**config.mk**
```make
export PLATFORM = sky130hd
export DESIGN_NAME = eeprom_host_ctrl
export DESIGN_NICKNAME = d
export VERILOG_FILES = /design/src/rtl/ee_host_pkg.sv /design/src/rtl/ee_cycle_timer.sv /design/src/rtl/ee_poll_judge.sv /design/src/rtl/eeprom_host_ctrl.sv
export SDC_FILE = /design/constraint.sdc
export NUM_CORES = 1
export LEC_CHECK = 0
export CELL_PAD_IN_SITES_DETAIL_PLACEMENT = 0
export CELL_PAD_IN_SITES_GLOBAL_PLACEMENT = 2
export CORE_MARGIN = 10
export CORE_UTILIZATION = 33
export DETAILED_ROUTE_END_ITERATION = 6
export GPL_TIMING_DRIVEN = 0
export HOLD_SLACK_MARGIN = 0.1
export PLACE_DENSITY = 0.9
export SYNTH_ARGS = -nofsm -noshare
export SYNTH_HDL_FRONTEND = slang
export SYNTH_SLANG_ARGS = --single-unit
```
**constraint.sdc**
```tcl
create_clock -name clk -period 5 [get_ports clk]
set_input_delay 0.75 -clock clk [delete_from_list [all_inputs] [get_ports clk]]
set_output_delay 0.75 -clock clk [all_outputs]
set_load 0.01 [all_outputs]
```
**src/rtl/ee_host_pkg.sv**
```systemverilog
`timescale 1ns/1ps
package ee_host_pkg;

    typedef enum logic [3:0] {
        ST_IDLE,
        ST_BURST,
        ST_RD_SETUP,
        ST_RD_STROBE,
        ST_RD_HOLD,
        ST_WR_SETUP,
        ST_WR_STROBE,
        ST_WR_HOLD,
        ST_PL_SETUP,
        ST_PL_STROBE,
        ST_PL_HOLD
    } ee_state_t;

endpackage

```
**src/rtl/ee_cycle_timer.sv**
```systemverilog
`timescale 1ns/1ps
module ee_cycle_timer #(
    parameter int W = 4
) (
    input  logic         clk,
    input  logic         rst_n,
    input  logic         load,
    input  logic [W-1:0] load_val,
    output logic         expired
);

    logic [W-1:0] cnt_q;

    always_ff @(posedge clk or negedge rst_n) begin
        if (!rst_n) begin
            cnt_q <= '0;
        end else if (load) begin
            cnt_q <= (load_val == '0) ? '0 : load_val - W'(1);
        end else if (cnt_q != '0) begin
            cnt_q <= cnt_q - W'(1);
        end
    end

    assign expired = (cnt_q == '0);

    // phase lengths come from a steady countdown
    a_r5_steady_countdown: assert property (@(posedge clk) disable iff (!rst_n)
        (!load && cnt_q != '0) |=> (cnt_q == $past(cnt_q) - W'(1)));

endmodule

```
**src/rtl/ee_poll_judge.sv**
```systemverilog
`timescale 1ns/1ps
module ee_poll_judge (
    input  logic clk,
    input  logic rst_n,
    input  logic clear,
    input  logic sample,
    input  logic toggle_mode,
    input  logic ref_b7,
    input  logic rd_b7,
    input  logic rd_b6,
    output logic hit
);

    logic prev_b6_q;
    logic have_prev_q;
    logic hit_q;
    logic match;

    always_comb begin
        if (toggle_mode) begin
            match = have_prev_q && (prev_b6_q == rd_b6);
        end else begin
            match = (rd_b7 == ref_b7);
        end
    end

    always_ff @(posedge clk or negedge rst_n) begin
        if (!rst_n) begin
            prev_b6_q   <= 1'b0;
            have_prev_q <= 1'b0;
            hit_q       <= 1'b0;
        end else if (clear) begin
            have_prev_q <= 1'b0;
            hit_q       <= 1'b0;
        end else if (sample) begin
            prev_b6_q   <= rd_b6;
            have_prev_q <= 1'b1;
            hit_q       <= match;
        end
    end

    assign hit = hit_q;

    // toggle polling never succeeds on the first poll read
    a_r9_first_read_no_hit: assert property (@(posedge clk) disable iff (!rst_n)
        (sample && toggle_mode && !have_prev_q && !clear) |=> !hit_q);

endmodule

```
**src/rtl/eeprom_host_ctrl.sv**
```systemverilog
`timescale 1ns/1ps
module eeprom_host_ctrl
    import ee_host_pkg::*;
#(
    parameter int ADDR_W      = 17,
    parameter int DATA_W      = 8,
    parameter int PAGE_BYTES  = 64,
    parameter int CNT_W       = 4,
    parameter int TIMEOUT_CYC = 1250000
) (
    input  logic              clk,
    input  logic              rst_n,
    input  logic              cmd_valid,
    output logic              cmd_ready,
    input  logic              cmd_write,
    input  logic              cmd_last,
    input  logic [ADDR_W-1:0] cmd_addr,
    input  logic [DATA_W-1:0] cmd_wdata,
    input  logic [CNT_W-1:0]  cfg_setup,
    input  logic [CNT_W-1:0]  cfg_strobe,
    input  logic [CNT_W-1:0]  cfg_hold,
    input  logic              cfg_toggle_poll,
    output logic              rsp_valid,
    output logic [DATA_W-1:0] rsp_rdata,
    output logic              rsp_err,
    output logic              ee_ce_n,
    output logic              ee_oe_n,
    output logic              ee_we_n,
    output logic [ADDR_W-1:0] ee_addr,
    output logic [DATA_W-1:0] ee_dq_o,
    output logic              ee_dq_oe,
    input  logic [DATA_W-1:0] ee_dq_i
);

    localparam int PAGE_LSB = $clog2(PAGE_BYTES);
    localparam int TMO_W    = $clog2(TIMEOUT_CYC + 1);

    ee_state_t st_q, st_d;

    logic [ADDR_W-1:0] addr_q;
    logic [DATA_W-1:0] wdata_q;
    logic              last_q;
    logic [DATA_W-1:0] rdata_q;
    logic              rsp_valid_q;
    logic              rsp_err_q;

    logic              ph_load;
    logic [CNT_W-1:0]  ph_val;
    logic              ph_done;
    logic              tmo_load;
    logic              tmo_done;
    logic              take;
    logic              rsp_set;
    logic              rsp_err_d;
    logic              rd_cap;
    logic              pl_sample;
    logic              pl_clear;
    logic              pl_hit;
    logic              page_same;

    assign page_same = (cmd_addr[ADDR_W-1:PAGE_LSB] == addr_q[ADDR_W-1:PAGE_LSB]);

    ee_cycle_timer #(.W(CNT_W)) u_phase_tmr (
        .clk      (clk),
        .rst_n    (rst_n),
        .load     (ph_load),
        .load_val (ph_val),
        .expired  (ph_done)
    );

    ee_cycle_timer #(.W(TMO_W)) u_poll_tmo (
        .clk      (clk),
        .rst_n    (rst_n),
        .load     (tmo_load),
        .load_val (TMO_W'(TIMEOUT_CYC)),
        .expired  (tmo_done)
    );

    ee_poll_judge u_judge (
        .clk         (clk),
        .rst_n       (rst_n),
        .clear       (pl_clear),
        .sample      (pl_sample),
        .toggle_mode (cfg_toggle_poll),
        .ref_b7      (wdata_q[7]),
        .rd_b7       (ee_dq_i[7]),
        .rd_b6       (ee_dq_i[6]),
        .hit         (pl_hit)
    );

    // state register
    always_ff @(posedge clk or negedge rst_n) begin
        if (!rst_n) begin
            st_q <= ST_IDLE;
        end else begin
            st_q <= st_d;
        end
    end

    // next state and phase control
    always_comb begin
        st_d      = st_q;
        ph_load   = 1'b0;
        ph_val    = cfg_setup;
        tmo_load  = 1'b0;
        take      = 1'b0;
        rsp_set   = 1'b0;
        rsp_err_d = 1'b0;
        rd_cap    = 1'b0;
        pl_sample = 1'b0;
        pl_clear  = 1'b0;
        unique case (st_q)
            ST_IDLE: begin
                if (cmd_valid) begin
                    take    = 1'b1;
                    ph_load = 1'b1;
                    st_d    = cmd_write ? ST_WR_SETUP : ST_RD_SETUP;
                end
            end
            ST_BURST: begin
                if (cmd_valid && cmd_write) begin
                    if (page_same) begin
                        take    = 1'b1;
                        ph_load = 1'b1;
                        st_d    = ST_WR_SETUP;
                    end else begin
                        rsp_set   = 1'b1;
                        rsp_err_d = 1'b1;
                    end
                end
            end
            ST_RD_SETUP: begin
                if (ph_done) begin
                    ph_load = 1'b1;
                    ph_val  = cfg_strobe;
                    st_d    = ST_RD_STROBE;
                end
            end
            ST_RD_STROBE: begin
                if (ph_done) begin
                    rd_cap  = 1'b1;
                    ph_load = 1'b1;
                    ph_val  = cfg_hold;
                    st_d    = ST_RD_HOLD;
                end
            end
            ST_RD_HOLD: begin
                if (ph_done) begin
                    rsp_set = 1'b1;
                    st_d    = ST_IDLE;
                end
            end
            ST_WR_SETUP: begin
                if (ph_done) begin
                    ph_load = 1'b1;
                    ph_val  = cfg_strobe;
                    st_d    = ST_WR_STROBE;
                end
            end
            ST_WR_STROBE: begin
                if (ph_done) begin
                    ph_load = 1'b1;
                    ph_val  = cfg_hold;
                    st_d    = ST_WR_HOLD;
                end
            end
            ST_WR_HOLD: begin
                if (ph_done) begin
                    if (last_q) begin
                        ph_load  = 1'b1;
                        tmo_load = 1'b1;
                        pl_clear = 1'b1;
                        st_d     = ST_PL_SETUP;
                    end else begin
                        rsp_set = 1'b1;
                        st_d    = ST_BURST;
                    end
                end
            end
            ST_PL_SETUP: begin
                if (ph_done) begin
                    ph_load = 1'b1;
                    ph_val  = cfg_strobe;
                    st_d    = ST_PL_STROBE;
                end
            end
            ST_PL_STROBE: begin
                if (ph_done) begin
                    pl_sample = 1'b1;
                    ph_load   = 1'b1;
                    ph_val    = cfg_hold;
                    st_d      = ST_PL_HOLD;
                end
            end
            ST_PL_HOLD: begin
                if (ph_done) begin
                    if (pl_hit) begin
                        rsp_set = 1'b1;
                        st_d    = ST_IDLE;
                    end else if (tmo_done) begin
                        rsp_set   = 1'b1;
                        rsp_err_d = 1'b1;
                        st_d      = ST_IDLE;
                    end else begin
                        ph_load = 1'b1;
                        st_d    = ST_PL_SETUP;
                    end
                end
            end
            default: st_d = ST_IDLE;
        endcase
    end

    // strobes and handshake
    always_comb begin
        ee_ce_n   = 1'b1;
        ee_oe_n   = 1'b1;
        ee_we_n   = 1'b1;
        ee_dq_oe  = 1'b0;
        cmd_ready = 1'b0;
        unique case (st_q)
            ST_IDLE:      cmd_ready = 1'b1;
            ST_BURST:     cmd_ready = cmd_write;
            ST_RD_SETUP,
            ST_RD_HOLD,
            ST_PL_SETUP,
            ST_PL_HOLD:   ee_ce_n = 1'b0;
            ST_RD_STROBE,
            ST_PL_STROBE: begin
                ee_ce_n = 1'b0;
                ee_oe_n = 1'b0;
            end
            ST_WR_SETUP,
            ST_WR_HOLD: begin
                ee_ce_n  = 1'b0;
                ee_dq_oe = 1'b1;
            end
            ST_WR_STROBE: begin
                ee_ce_n  = 1'b0;
                ee_we_n  = 1'b0;
                ee_dq_oe = 1'b1;
            end
            default: ;
        endcase
    end

    // command capture and response
    always_ff @(posedge clk or negedge rst_n) begin
        if (!rst_n) begin
            addr_q      <= '0;
            wdata_q     <= '0;
            last_q      <= 1'b0;
            rdata_q     <= '0;
            rsp_valid_q <= 1'b0;
            rsp_err_q   <= 1'b0;
        end else begin
            if (take) begin
                addr_q  <= cmd_addr;
                wdata_q <= cmd_wdata;
                last_q  <= cmd_last;
            end
            if (rd_cap) begin
                rdata_q <= ee_dq_i;
            end
            rsp_valid_q <= rsp_set;
            if (rsp_set) begin
                rsp_err_q <= rsp_err_d;
            end
        end
    end

    assign ee_addr   = addr_q;
    assign ee_dq_o   = wdata_q;
    assign rsp_valid = rsp_valid_q;
    assign rsp_rdata = rdata_q;
    assign rsp_err   = rsp_err_q;

    // pads are released whenever the device may drive
    a_r2_bus_released: assert property (@(posedge clk) disable iff (!rst_n)
        !ee_oe_n |-> !ee_dq_oe);

    // address and chip enable settled before the write-enable fall
    a_r3_addr_before_we: assert property (@(posedge clk) disable iff (!rst_n)
        $fell(ee_we_n) |-> ($stable(ee_addr) && !$past(ee_ce_n)));

    // data still driven when write enable rises
    a_r4_data_through_rise: assert property (@(posedge clk) disable iff (!rst_n)
        $rose(ee_we_n) |-> (ee_dq_oe && $stable(ee_dq_o) && !ee_ce_n));

    // polling reads stay on the last written address
    a_r8_poll_addr_fixed: assert property (@(posedge clk) disable iff (!rst_n)
        (st_q inside {ST_PL_SETUP, ST_PL_STROBE, ST_PL_HOLD}) |-> $stable(ee_addr));

    // responses only appear where a new command may be taken
    a_r11_rsp_when_free: assert property (@(posedge clk) disable iff (!rst_n)
        rsp_valid |-> (st_q == ST_IDLE || st_q == ST_BURST));

endmodule

```
Word-level counts from Yosys, hierarchy flattened. Index checks and enable logic that the tools add are counted.

Logic and storage cells: 120. Input port bits: 51. Flip-flop bits (word level): 68. Output and inout port bits: 40.

$add $sub $neg: 3. Bitwise operators: 1. Reduce and logical (&&, ||, !) cells: 19. Multiplexer cells: 60. Equality and inequality tests: 25.

Operators by type and width (count): two-way mux 4 bit (20); one-hot mux 4 bit (11 select lines) (1); two-way mux 21 bit (2); two-way mux 1 bit (30); != test 2 bit (second input constant) (12); logical NOT 21 bit (1); nonzero test 21 bit (1); subtractor 21 x 1 -> 21 bit (second input constant) (1); equality test 4 x 3 -> 1 bit (second input constant) (4); equality test 4 bit (second input constant) (3); logical NOT 4 bit (3); AND reduction 12 bit (1); equality test 11 bit (1); OR reduction 3 bit (3); OR reduction 9 bit (1); equality test 4 x 2 -> 1 bit (second input constant) (2); one-hot mux 4 bit (2 select lines) (1); subtractor 4 x 1 -> 4 bit (second input constant) (2); one-hot mux 1 bit (2 select lines) (3); nonzero test 2 bit (3); OR reduction 6 bit (1); one-hot mux 1 bit (5 select lines) (1); equality test 4 x 1 -> 1 bit (second input constant) (1); one-hot mux 1 bit (4 select lines) (1); 7 further kinds (9).

Depth between registers and ports, before layout.
Word-level depth: 6. Mapped depth: 9. Depth with buffers taken out: 8.

Hierarchy. From an unflattened synthesis, not the netlist that was laid out.

Cell total of the unflattened synthesis: 427. Area, all modules: 4386.7 µm².

Modules (own cells, without submodules): eeprom_host_ctrl (sequential area each 1001.0 µm², cells each 199, times used 1, area each 2288.4 µm²); ee_cycle_timer at u_poll_tmo (sequential area each 525.5 µm², cells each 185, times used 1, area each 1665.3 µm²); ee_cycle_timer at u_phase_tmr (sequential area each 100.1 µm², cells each 29, times used 1, area each 281.5 µm²); ee_poll_judge (sequential area each 75.1 µm², cells each 14, times used 1, area each 151.4 µm²).

Worst setup path after synthesis. OpenSTA, ideal clock, no wires.

Path type: flip-flop to flip-flop. Start point: reg u_poll_tmo.cnt_q[15]. End point: reg u_poll_tmo.cnt_q[5]. Path slack: 2539 ps. Arrival: 2329 ps. Buffers on the path: 1. Stages on the path, launching flop included: 9. Setup time: 132 ps. Period minus slack after synthesis: 2461 ps. Data required time: 4868 ps. Path through: dfrtp_1 > or4_4 > or3_4 > or4_4 > buf_6 > and2_4 > nand2_2 > xor2_1 > nor2_1.

Longest elaborated chain between the ends: 2.

Ends and longest elaborated chain: start, declared (RTL line ee_cycle_timer.sv:12) `logic [W-1:0] cnt_q;`; start signal, assigned (RTL line ee_cycle_timer.sv:18) `cnt_q <= (load_val == '0) ? '0 : load_val - W'(1);`; start signal, assigned (RTL line ee_cycle_timer.sv:20) `cnt_q <= cnt_q - W'(1);`; nonzero test 21 bit (RTL line ee_cycle_timer.sv:19) `end else if (cnt_q != '0) begin`; nonzero test 2 bit (no source line).

Every way passes these cells. A chain may end at the register's enable or synchronous reset.

Worst setup path in the final report.
Start point: reg st_q[0]. End point: out cmd_ready.

Longest elaborated chain between the ends: 2. Elaborated cells on any way between the ends: 3. Classes of those cells: eq/ne: 1; mux: 1; reduce/logical: 1.

Ends and longest elaborated chain: start, declared (RTL line eeprom_host_ctrl.sv:38) `ee_state_t st_q, st_d;`; start signal, assigned (RTL line eeprom_host_ctrl.sv:96) `st_q <= st_d;`; equality test 4 x 1 -> 1 bit / logical NOT 4 bit (equally long branches) (RTL line eeprom_host_ctrl.sv:221) `unique case (st_q)`; one-hot mux 1 bit (2 select lines) (*) (RTL line eeprom_host_ctrl.sv:221); end, declared (RTL line eeprom_host_ctrl.sv:14) `output logic cmd_ready,`.

Mark *: on every way between the ends. The rest lies on a longest branch, timed or not.

==> impl_results.md <==
* Result of the run: complete, no violations
* Die extent in x at 125.1 um
* Total core area at 10,840 um^2
* Aggregate routed wire length at 9.597 mm
* Gp weighted congestion at 0.8175
* Wire per inst at 16.29 um
* Final instance area at 4922 um^2
* Overall via count from detail_route at 2,898
* Count of synthesis-stage warnings from yosys at 0
* Library cells used by synthesis at 58
* Routed wl met3 at 572 um
* Min-delay worst type: in -> async
* Detailed placer's ending HPWL at 7.176 mm
* Slew @ Worst Pin at 0.8673 ns
* DIE HEIGHT at 125.1 um
* Die area at 15,660 um^2
* First DRT Iteration DRCs at 109
* Post-DR vias/cell at 4.920
* Register area share after synthesis at 46.66%
* Number of filler instances in the final layout at 1,061
* GR Overflow Total at 0
* Final Cycle Share at 60.37%
* Number of hold-repair buffers added at the cts stage at 0
* Avg Cell Area, Syn at 10.63 um^2
* Required time of the critical path at 4.25 ns
* Antenna violations before repair at 0
* Leading cell types by total area after synthesis: sky130_fd_sc_hd__dfrtp_1, sky130_fd_sc_hd__mux2_2, sky130_fd_sc_hd__xnor2_1
* Pwr Total at 2945 uW
* Power Density at 598.2 nW/um^2
* Post-route worst setup slack at 1.982 ns
* Async SR Flop Fraction at 100.0%
* Reg-to-reg endpoint: u_phase_tmr.cnt_q[2]$_DFFE_PN0P_
* Setup slack on the worst flop-to-flop path at 2.30 ns
* Number of synthesized register bits at 68
* CTS tree: yes
* Clock insertion delay at the later pin of the skew report at 0.35 ns
* Area growth, synth to finish at 34.96%
* PortBufs at 90
* Final number of setup-violating endpoints at 0
* Library cell occupying the most area in the post-synthesis netlist: sky130_fd_sc_hd__dfrtp_1
* Maximum net fanout on the critical path at 10
* Number of enable-type register cells in the synthesized netlist at 0
* Final max-slew violation count at 0
* Pin count of the biggest net entering global routing at 69
* Worst-path clk slew at 0.08 ns
* Crit path time final at 3.018 ns
* Startpoint types: flop
* Io pins at 91
* Post-CTS setup-driven buffer insertion count at 0
* Maximum clock rate at 331.3 MHz
* Sink Count at 68
* Met1 Routed Length at 4.377 mm
* Setup clock skew after layout at 0.01181 ns
* Worst path arrival time at 2.27 ns
* Number of cells upsized or downsized after cts at 0
* Share of final-layout standard cells stronger than drive strength 1 at 16.70%
* Top cell types by occurrence after synthesis: sky130_fd_sc_hd__dfrtp_1, sky130_fd_sc_hd__mux2_2, sky130_fd_sc_hd__nor2_1, sky130_fd_sc_hd__nand2_1, sky130_fd_sc_hd__o21ai_0
* Buffer levels on the longest clock path at 2
* Wire length of the first global-routing pass at 15.97 mm
* Count of endpoints failing hold in the final timing report at 0
* Worst reg-to-reg path cell count at 7
* Worst Hold Margin at 0.5000 ns
* Most repeated cell in the gate-level netlist after synthesis: sky130_fd_sc_hd__dfrtp_1
* DR DRC count at 0
* Overall routing resource usage at 12.35%
* Net count after synthesis at 397
* Setup repair after global routing missed its margin: no
* Setup TNS at 0 ns
* 1st-pass router iterations at 4
* Clock buffer count from CTS at 9
* Startpoint of the worst register-to-register path: u_poll_tmo.cnt_q[15]$_DFFE_PN0P_
* Core Rows at 38
* Pre-CTS setup slack at 1.833 ns
* Fraction of synthesized cell area taken by the top area cell type at 46.66%
* Root buffer cell: sky130_fd_sc_hd__clkbuf_8
* Diode insertion count for antenna repair at 0
* CP endpoint kind: output port
* Number of violations of the max-capacitance limit at 0
* Initial core utilization at 33.64%
* Lkg Pwr at 0.001995 uW
* Most used flip-flop cell after synthesis: sky130_fd_sc_hd__dfrtp_1
* Count of nets left with antenna violations after detail routing at 0
* Worst-case headroom to the max-slew limit at 42.18%
* Synthesized instance count at 343
* Cell area after synthesis at 3647 um^2
* Placed instance area at 4721 um^2
* Maximum vdd drop at 0.3161 mV
* Maximum level of the CTS H-tree at 3
* Classification of the worst setup path: reg -> out
* Number of nets in the layout at 498
* Top layer reached by signal wires: met4
* Met2 wirelength from detailed routing at 4.423 mm
* Vias in the first global route at 3,050
area by class of cell:
class	instances	area (um^2)	share of cell area, %
sequential	68	1702	34.57
buffer	14	63.81	1.296
inverter	7	26.28	0.5338
tap	140	175.2	3.559
multi-input combinational	254	1856	37.70
clock inverter	6	63.81	1.296
timing repair buffer	90	898.4	18.25
clock buffer	10	137.6	2.796
cell usage in the layout, fill, tap and decap left out, types with 6 or more instances in the layout:
cell	n
sky130_fd_sc_hd__a21oi_1	6
sky130_fd_sc_hd__clkbuf_1	11
sky130_fd_sc_hd__clkbuf_8	10
sky130_fd_sc_hd__clkdlybuf4s50_1	89
sky130_fd_sc_hd__dfrtp_1	68
sky130_fd_sc_hd__inv_1	7
sky130_fd_sc_hd__mux2_2	42
sky130_fd_sc_hd__nand2_1	21
sky130_fd_sc_hd__nand3_1	11
sky130_fd_sc_hd__nor2_1	28
sky130_fd_sc_hd__nor3_1	10
sky130_fd_sc_hd__o21ai_0	20
sky130_fd_sc_hd__or3_1	7
sky130_fd_sc_hd__xnor2_1	18
sky130_fd_sc_hd__xor2_1	9
stage by stage:
| step | utilization, % | std cells |
|---|---|---|
| 2_1_floorplan | - | 343 |
| 3_3_place_gp | 43.57 | 573 |
| 3_5_place_dp | 43.55 | 573 |
| 4_1_cts | 45.41 | 589 |
| 5_1_grt | 45.41 | 589 |
| 6_report | 45.41 | 589 |
critical path, cell delays in order, from the launching register on:
cell and delay, ns:
sky130_fd_sc_hd__dfrtp_1 0.39, sky130_fd_sc_hd__buf_1 0.44, sky130_fd_sc_hd__clkbuf_1 0.39, sky130_fd_sc_hd__a21boi_0 0.19, sky130_fd_sc_hd__clkdlybuf4s50_1 0.51
layer usage:
metal,GRT usage [%],up-vias
met2,19.38,66
met1,14.92,1392
met4,5.217,0
li1,-,1428
met5,0,-
met3,4.563,12
registers in the layout, indices dropped and copies added (netlist names):
register and count:
u_poll_tmo.cnt_q 21, ee_addr 17, ee_dq_o 8, rsp_rdata 8, st_q 4, u_phase_tmr.cnt_q 4, last_q 1, rsp_err 1
rsp_valid 1, u_judge.have_prev_q 1, u_judge.hit 1, u_judge.prev_b6_q 1
worst max-delay path by stage:
| stage | slack [ns] | end | start | depth (start not counted) |
|---|---|---|---|---|
| floorplan | 2.54 | u_poll_tmo.cnt_q[5]$_DFFE_PN0P_ | u_poll_tmo.cnt_q[15]$_DFFE_PN0P_ | 8 |
| global placement | 0.79 | u_poll_tmo.cnt_q[6]$_DFFE_PN0P_ | rst_n | 1 |
| detailed placement | 1.83 | ee_dq_o[5]$_DFFE_PN0P_ | cmd_addr[8] | 7 |
| CTS | 1.93 | cmd_ready | st_q[0]$_DFFE_PN0P_ | 4 |
| global route | 1.73 | cmd_ready | st_q[0]$_DFFE_PN0P_ | 4 |
| finish | 1.98 | cmd_ready | st_q[0]$_DFFE_PN0P_ | 4 |
report_power, final:
group | total [uW] | internal, uW | switching, uW
Clock | 463 | 243 | 220
Combinational | 1460 | 780 | 681
Sequential | 1020 | 818 | 202
logic make-up after synthesis:
family | count (synthesis) | synth area share (%)
buffers and inverters | 21 | 2.470
DFF | 68 | 46.66
and+or+nand+nor | 120 | 18.80
xor gates and xnor gates | 27 | 6.484
muxes | 48 | 14.68
AOI/OAI and AO/OA | 56 | 9.880
adders and majority gates | 3 | 1.029
No activity file was read; power rests on OpenSTA's default activity.
